$ cat src/rtl/alu8_pkg.sv
package alu8_pkg;
  typedef enum logic [3:0] {
    OP_ADD   = 4'd0,
    OP_ADC   = 4'd1,
    OP_SUB   = 4'd2,
    OP_SBC   = 4'd3,
    OP_CMP   = 4'd4,
    OP_AND   = 4'd5,
    OP_OR    = 4'd6,
    OP_XOR   = 4'd7,
    OP_INC   = 4'd8,
    OP_DEC   = 4'd9,
    OP_ADDW  = 4'd10,
    OP_SPOFF = 4'd11,
    OP_DAA   = 4'd12,
    OP_CPL   = 4'd13,
    OP_SETC  = 4'd14,
    OP_FLIPC = 4'd15
  } alu_op_e;

  // flag byte bit positions
  localparam int FZ = 7;
  localparam int FN = 6;
  localparam int FH = 5;
  localparam int FC = 4;
  localparam int NIB = 4;
endpackage

$ cat src/rtl/alu8_arith.sv
module alu8_arith
  import alu8_pkg::*;
#(
  parameter int W = 8
) (
  input  alu_op_e          op,
  input  logic [2*W-1:0]   a,
  input  logic [2*W-1:0]   b,
  input  logic [W-1:0]     fin,
  output logic [2*W-1:0]   res,
  output logic [W-1:0]     fout
);
  localparam int WW = 2 * W;
  localparam int WH = WW - NIB;

  logic          cin;
  logic [W-1:0]  a8, b8, r8;
  logic [W:0]    s9, d9;
  logic [NIB:0]  sn, dn;
  logic [WW:0]   s17;
  logic [WH:0]   s13;
  logic [WW-1:0] bext;
  logic          z, n, h, c;

  assign a8   = a[W-1:0];
  assign b8   = b[W-1:0];
  assign cin  = ((op == OP_ADC) || (op == OP_SBC)) && fin[FC];
  assign s9   = {1'b0, a8} + {1'b0, b8} + {{W{1'b0}}, cin};
  assign d9   = {1'b0, a8} - {1'b0, b8} - {{W{1'b0}}, cin};
  assign sn   = {1'b0, a8[NIB-1:0]} + {1'b0, b8[NIB-1:0]} + {{NIB{1'b0}}, cin};
  assign dn   = {1'b0, a8[NIB-1:0]} - {1'b0, b8[NIB-1:0]} - {{NIB{1'b0}}, cin};
  assign s17  = {1'b0, a} + {1'b0, b};
  assign s13  = {1'b0, a[WH-1:0]} + {1'b0, b[WH-1:0]};
  assign bext = {{W{b8[W-1]}}, b8};

  always_comb begin
    z   = fin[FZ];
    n   = fin[FN];
    h   = fin[FH];
    c   = fin[FC];
    r8  = '0;
    res = '0;
    unique case (op)
      OP_ADD, OP_ADC: begin
        r8 = s9[W-1:0];
        z = (r8 == '0); n = 1'b0; h = sn[NIB]; c = s9[W];
        res = {{W{1'b0}}, r8};
      end
      OP_SUB, OP_SBC, OP_CMP: begin
        r8 = d9[W-1:0];
        z = (r8 == '0); n = 1'b1; h = dn[NIB]; c = d9[W];
        res = (op == OP_CMP) ? {{W{1'b0}}, a8} : {{W{1'b0}}, r8};
      end
      OP_INC: begin
        r8 = a8 + 1'b1;
        z = (r8 == '0); n = 1'b0; h = (r8[NIB-1:0] == '0);
        res = {{W{1'b0}}, r8};
      end
      OP_DEC: begin
        r8 = a8 - 1'b1;
        z = (r8 == '0); n = 1'b1; h = (r8[NIB-1:0] == '1);
        res = {{W{1'b0}}, r8};
      end
      OP_ADDW: begin
        n = 1'b0; h = s13[WH]; c = s17[WW];
        res = s17[WW-1:0];
      end
      OP_SPOFF: begin
        // flags from unsigned low-byte addition, carry-in forced to zero
        z = 1'b0; n = 1'b0; h = sn[NIB]; c = s9[W];
        res = a + bext;
      end
      default: ;
    endcase
    fout     = '0;
    fout[FZ] = z;
    fout[FN] = n;
    fout[FH] = h;
    fout[FC] = c;
  end

  always_comb begin
    if (op == OP_INC || op == OP_DEC)
      AST_INCDEC_KEEPS_C: assert (fout[FC] == fin[FC]) else $error("inc/dec touched C");
  end
endmodule

$ cat src/rtl/alu8_misc.sv
module alu8_misc
  import alu8_pkg::*;
#(
  parameter int W = 8
) (
  input  alu_op_e          op,
  input  logic [2*W-1:0]   a,
  input  logic [2*W-1:0]   b,
  input  logic [W-1:0]     fin,
  output logic [2*W-1:0]   res,
  output logic [W-1:0]     fout
);
  localparam logic [W-1:0] NINE    = W'(9);
  localparam logic [W-1:0] BCD_MAX = W'(8'h99);

  logic [W-1:0] a8, b8, r8, corr;
  logic         z, n, h, c;

  assign a8 = a[W-1:0];
  assign b8 = b[W-1:0];

  always_comb begin
    z    = fin[FZ];
    n    = fin[FN];
    h    = fin[FH];
    c    = fin[FC];
    corr = '0;
    r8   = '0;
    unique case (op)
      OP_AND: begin r8 = a8 & b8; z = (r8 == '0); n = 1'b0; h = 1'b1; c = 1'b0; end
      OP_OR:  begin r8 = a8 | b8; z = (r8 == '0); n = 1'b0; h = 1'b0; c = 1'b0; end
      OP_XOR: begin r8 = a8 ^ b8; z = (r8 == '0); n = 1'b0; h = 1'b0; c = 1'b0; end
      OP_DAA: begin
        if (!fin[FN]) begin
          if (fin[FH] || ({{(W-NIB){1'b0}}, a8[NIB-1:0]} > NINE)) corr = corr | W'(8'h06);
          if (fin[FC] || (a8 > BCD_MAX)) begin
            corr = corr | W'(8'h60);
            c = 1'b1;
          end
        end else begin
          unique case ({fin[FC], fin[FH]})
            2'b11:   corr = W'(8'h9A);
            2'b10:   corr = W'(8'hA0);
            2'b01:   corr = W'(8'hFA);
            default: corr = '0;
          endcase
        end
        r8 = a8 + corr;
        z = (r8 == '0);
        h = 1'b0;
      end
      OP_CPL:   begin r8 = ~a8; n = 1'b1; h = 1'b1; end
      OP_SETC:  begin r8 = a8; n = 1'b0; h = 1'b0; c = 1'b1; end
      OP_FLIPC: begin r8 = a8; n = 1'b0; h = 1'b0; c = ~fin[FC]; end
      default: ;
    endcase
    res      = {{W{1'b0}}, r8};
    fout     = '0;
    fout[FZ] = z;
    fout[FN] = n;
    fout[FH] = h;
    fout[FC] = c;
  end

  always_comb begin
    if (op == OP_AND)
      AST_AND_HC: assert (fout[FH] && !fout[FC]) else $error("AND flag rule");
  end
endmodule

$ cat src/rtl/alu8_core.sv
module alu8_core
  import alu8_pkg::*;
#(
  parameter int W = 8
) (
  input  logic             clk,
  input  logic             rst_n,
  input  logic             in_valid,
  output logic             in_ready,
  input  logic [3:0]       in_op,
  input  logic [2*W-1:0]   in_a,
  input  logic [2*W-1:0]   in_b,
  input  logic [W-1:0]     in_flags,
  output logic             out_valid,
  input  logic             out_ready,
  output logic [2*W-1:0]   out_res,
  output logic [W-1:0]     out_flags
);
  localparam int WW = 2 * W;

  alu_op_e        op;
  logic [WW-1:0]  ar_res, mi_res, nx_res;
  logic [W-1:0]   ar_flg, mi_flg, nx_flg;
  logic           use_misc;
  logic           take;

  assign op = alu_op_e'(in_op);

  alu8_arith #(.W(W)) i_arith (.op(op), .a(in_a), .b(in_b), .fin(in_flags),
                               .res(ar_res), .fout(ar_flg));
  alu8_misc  #(.W(W)) i_misc  (.op(op), .a(in_a), .b(in_b), .fin(in_flags),
                               .res(mi_res), .fout(mi_flg));

  always_comb begin
    unique case (op)
      OP_AND, OP_OR, OP_XOR, OP_DAA, OP_CPL, OP_SETC, OP_FLIPC: use_misc = 1'b1;
      default: use_misc = 1'b0;
    endcase
    nx_res = use_misc ? mi_res : ar_res;
    nx_flg = use_misc ? mi_flg : ar_flg;
  end

  assign in_ready = !out_valid || out_ready;
  assign take     = in_valid && in_ready;

  always_ff @(posedge clk) begin
    if (!rst_n) begin
      out_valid <= 1'b0;
      out_res   <= '0;
      out_flags <= '0;
    end else begin
      if (take) begin
        out_valid <= 1'b1;
        out_res   <= nx_res;
        out_flags <= nx_flg;
      end else if (out_ready) begin
        out_valid <= 1'b0;
      end
    end
  end

  AST_ACCEPT_SHOWS: assert property (@(posedge clk) disable iff (!rst_n)
    take |=> out_valid) else $error("accepted request lost");
  AST_STALL_HOLDS: assert property (@(posedge clk) disable iff (!rst_n)
    (out_valid && !out_ready) |=> (out_valid && $stable(out_res) && $stable(out_flags)))
    else $error("output changed under stall");
  AST_FLAG_TAIL_ZERO: assert property (@(posedge clk) disable iff (!rst_n)
    out_valid |-> (out_flags[NIB-1:0] == '0)) else $error("flag low bits set");
  AST_CMP_PASSES_A: assert property (@(posedge clk) disable iff (!rst_n)
    (take && in_op == OP_CMP) |=> (out_res == {{W{1'b0}}, $past(in_a[W-1:0])}))
    else $error("compare altered result");
  AST_SETC_SETS: assert property (@(posedge clk) disable iff (!rst_n)
    (take && in_op == OP_SETC) |=> out_flags[FC]) else $error("set carry");
endmodule

$ cat config.mk
export PLATFORM = sky130hd
export DESIGN_NAME = alu8_core
export DESIGN_NICKNAME = d
export VERILOG_FILES = /design/src/rtl/alu8_pkg.sv /design/src/rtl/alu8_arith.sv /design/src/rtl/alu8_misc.sv /design/src/rtl/alu8_core.sv
export SDC_FILE = /design/constraint.sdc
export NUM_CORES = 1
export LEC_CHECK = 0
export ABC_AREA = 1
export ABC_CLOCK_PERIOD_IN_PS = 3170
export BUFFER_PORTS_ARGS = -buffer_cell sky130_fd_sc_hd__buf_2
export CORE_AREA = 2 2 106 108
export CTS_BUF_LIST = sky130_fd_sc_hd__clkbuf_16
export CTS_CLUSTER_SIZE = 12
export DETAILED_ROUTE_END_ITERATION = 10
export DIE_AREA = 0 0 108 110
export PLACE_DENSITY = 0.78
export SETUP_SLACK_MARGIN = 0.02
export SLEW_MARGIN = 5
export SYNTH_ARGS = -nofsm -noshare
export SYNTH_HDL_FRONTEND = slang
export SYNTH_HIERARCHICAL = 1
export SYNTH_SLANG_ARGS = --single-unit
$ cat constraint.sdc
create_clock -name clk -period 3.17 [get_ports clk]
set_input_delay 0.951 -clock clk [delete_from_list [all_inputs] [get_ports clk]]
set_output_delay 0.951 -clock clk [all_outputs]
set_load 0.005 [all_outputs]
==> metrics.md <==
| Metric | Value |
|---|---|
| Outcome | complete, no violations |
| Row count | 38 |
| HPWL Detailed | 14.6 mm |
| CP max FO | 4 |
| Vias in the first global route | 5932 |
| Power share of the sequential group | 20.9% |
| Max Clk Rate | 330 MHz |
| Critical path class | in -> reg |
| Sequential cell area | 500 um2 |
| Largest area contributor in the netlist | nand2_1 |
| Max Slew Vio Count | 0 |
| Int Pwr | 0.917 mW |
| Area contributors post-synth | nand2_1 16%, ha_1 14%, nand3_1 10% |
| Final WL | 17.9 mm |
| Post-CTS Repair Setup Buffers | 0 |
| Largest net degree at the start of global routing | 49 |
| CTS tree | built |
| Worst slack, placed | -0.220 ns |
| Clk_lat worst skew | 0.26 ns |
| Die height | 110 um |
| Global-route wire length before repair | 28.6 mm |
| Layout cell share with drive strength beyond 1 | 19.3% |
| Final period utilization | 95.5% |
| Final WS setup | 0.142 ns |
| Number of remaining DRC errors | 0 |
| Post-route ant nets | 0 |
| Seq/Total Area, Yosys | 8.68% |
| Vias post-DR | 6736 |
| H-tree levels | 1 |
| CP Launch Type | input port |
| Switching power | 0.774 mW |
| Worst Path Required | 3.33 ns |
| Hold slack | 0.554 ns |
| Synthesized flop and latch total | 25 |
| Fin crit period | 3.03 ns |
| Synthesis Warnings | 6 |
| Core area | 0.0107 mm2 |
| PwrDens | 252 mW/mm2 |
| Max_slew headroom | 55.2% |
| Final setup fails | 0 |
| IO Count | 74 |
| Avg Inst Size Synth | 5.79 um2 |
| Footprint of the multi-input gates | 0.00452 mm2 |
| WP data arrival | 3.19 ns |
| Overall Global Routing Usage | 30.1% |
| Routed wire per std cell | 14.4 um |
| Netlist Area Pre-Place | 0.00576 mm2 |
| Clk slew on worst S/H paths | 0.06 ns |
| Combinational fraction of design power | 62.7% |
| Clk network pwr share | 16.4% |
| CTS resizes | 0 |
| Post-synth top area share | 16.1% |
| Sw frac | 45.7% |
| Synth-to-Final Area Change | 16.5% |
| Lkg Pwr | 3.78 nW |
| GR Overflow Total | 0 |
| Commonest cells in the netlist | 248 x nand2_1, 142 x inv_1, 120 x nand3_1 |
| Synth Flop Type | dfxtp_1 |
| Num CTS Buffers | 3 |
| Synth async-reset ratio | 0% |
| EDFF count, synth | 0 |
| Count of cell types in the netlist | 50 |
| Worst VDD drop | 250 uV |
| IO Port Bufs | 69 |
| Initial antenna violation count | 0 |
| Clock Tree Buf Depth | 2 |
| CTS Hold Buffers Added | 0 |
| Final Power | 1.69 mW |
| Hold Vio Cnt, Final | 0 |
| Die area | 0.0119 mm2 |
| Mapped Cells | 995 |
| DIE WIDTH | 108 um |
| Setup_tns | 0 ns |
| Final net count | 1228 |
| Via density | 5.40 |
| Inserted Diodes | 0 |
| Inst Count DP | 1243 |
| Root Driver | clkbuf_16 |
| Tightest Pin Transition | 0.669 ns |
| DR pass1 iterations | 6 |
| Cell with the most instances after synthesis | nand2_1 |
| Final-layout fill cell count | 1116 |
| DR iter-0 viols | 666 |
| Placer Congestion | 1.03 |
| Worst setup EP type | flop |
| Post-Layout Cell Count | 1247 |
| Initial core utilization | 53.9% |
| CTS Sinks | 25 |
| HP Class | reg -> reg |
| Clock Skews | 0.00146 ns |
| Max-cap violation count | 0 |
==> per-stage QoR <==
step	util [%]	cell area, um2
2_1_floorplan	-	5820
4_1_cts	61.8	6610
6_report	62.8	6720
3_3_place_gp	61.1	6530
3_5_place_dp	61.1	6530
5_1_grt	62.8	6720
==> power groups by stage <==
stage / Sequential (mW) / Clock (mW) / Combinational [mW]
3_3_place_gp: 0.360 / 0 / 0.992
2_1_floorplan: 0.362 / 0 / 0.688
4_1_cts: 0.354 / 0.283 / 1.01
3_5_place_dp: 0.361 / 0 / 1.00
5_1_grt: 0.356 / 0.300 / 1.18
6_report: 0.353 / 0.277 / 1.06
==> kinds of logic (layout without fill, tap and decap cells) <==
family | after synthesis | in the layout | synth area share (%)
other | 2 | 16 | 0.130
flip-flops | 25 | 25 | 8.68
AO/OA/AOI/OAI | 134 | 134 | 14.5
buffers and inverters | 199 | 297 | 15.6
AND/OR/NAND/NOR | 548 | 548 | 42.4
adder cells (fa/ha/maj) | 72 | 72 | 16.4
XOR/XNOR | 15 | 15 | 2.28
==> per-layer routing <==
metal	GRT usage (%)	routed length, um
met5	0	0
met3	1.47	1230
met4	10.3	653
met1	42.2	8140
met2	49.5	7910
==> cells in the final DEF, fill, tap and decap left out, types with 7 or more instances in the layout <==
cell type / count
nand2_1: 244
inv_1: 140
nand3_1: 115
nor2_1: 108
buf_2: 69
buf_4: 66
ha_1: 64
a21oi_1: 42
o21ai_0: 31
dfxtp_1: 25
nand4_1: 21
inv_2: 16
conb_1: 16
nand3_2: 14
nand2_2: 12
xor2_1: 10
o21bai_1: 10
o21ai_1: 9
o22ai_1: 8
nor3_1: 7
==> flip-flops by register name (all words and copies together), names as in the netlist <==
name,count
out_flags,8
out_res,16
out_valid,1
==> path summary, 6_finish.rpt <==
kind / start / end / slack (ns) / depth (start not counted)
max: in_op[3] / out_flags[7] / 0.14 / 18
min: out_flags[1] / out_flags[1] / 0.55 / 4
max reg2reg: out_valid / out_res[0] / 1.79 / 5
min reg2reg: out_flags[1] / out_flags[1] / 0.55 / 4
==> layout make-up <==
type	count	area share, %
Clock inverter	1	0.0745
Tap cell	140	2.61
Timing Repair Buffer	135	12.5
Inverter	158	8.87
Multi-Input combinational cell	785	67.4
Sequential cell	25	7.45
Clock buffer	3	1.12
==> critical path, stage by stage <==
cell and delay [ns]:
buf_2 0.12, nor2_4 0.13, nand3_4 0.11, fa_2 0.39, fa_2 0.35, inv_1 0.08, nand2_2 0.06, nand2_2 0.10
nand2_4 0.08, a21oi_2 0.15, or2_1 0.15, nand2_1 0.07, nand3_2 0.06, nand4_1 0.10, nand2_1 0.09, nand3_2 0.08
nand2_2 0.08, inv_1 0.03
Power figures use the tool's default switching activity.
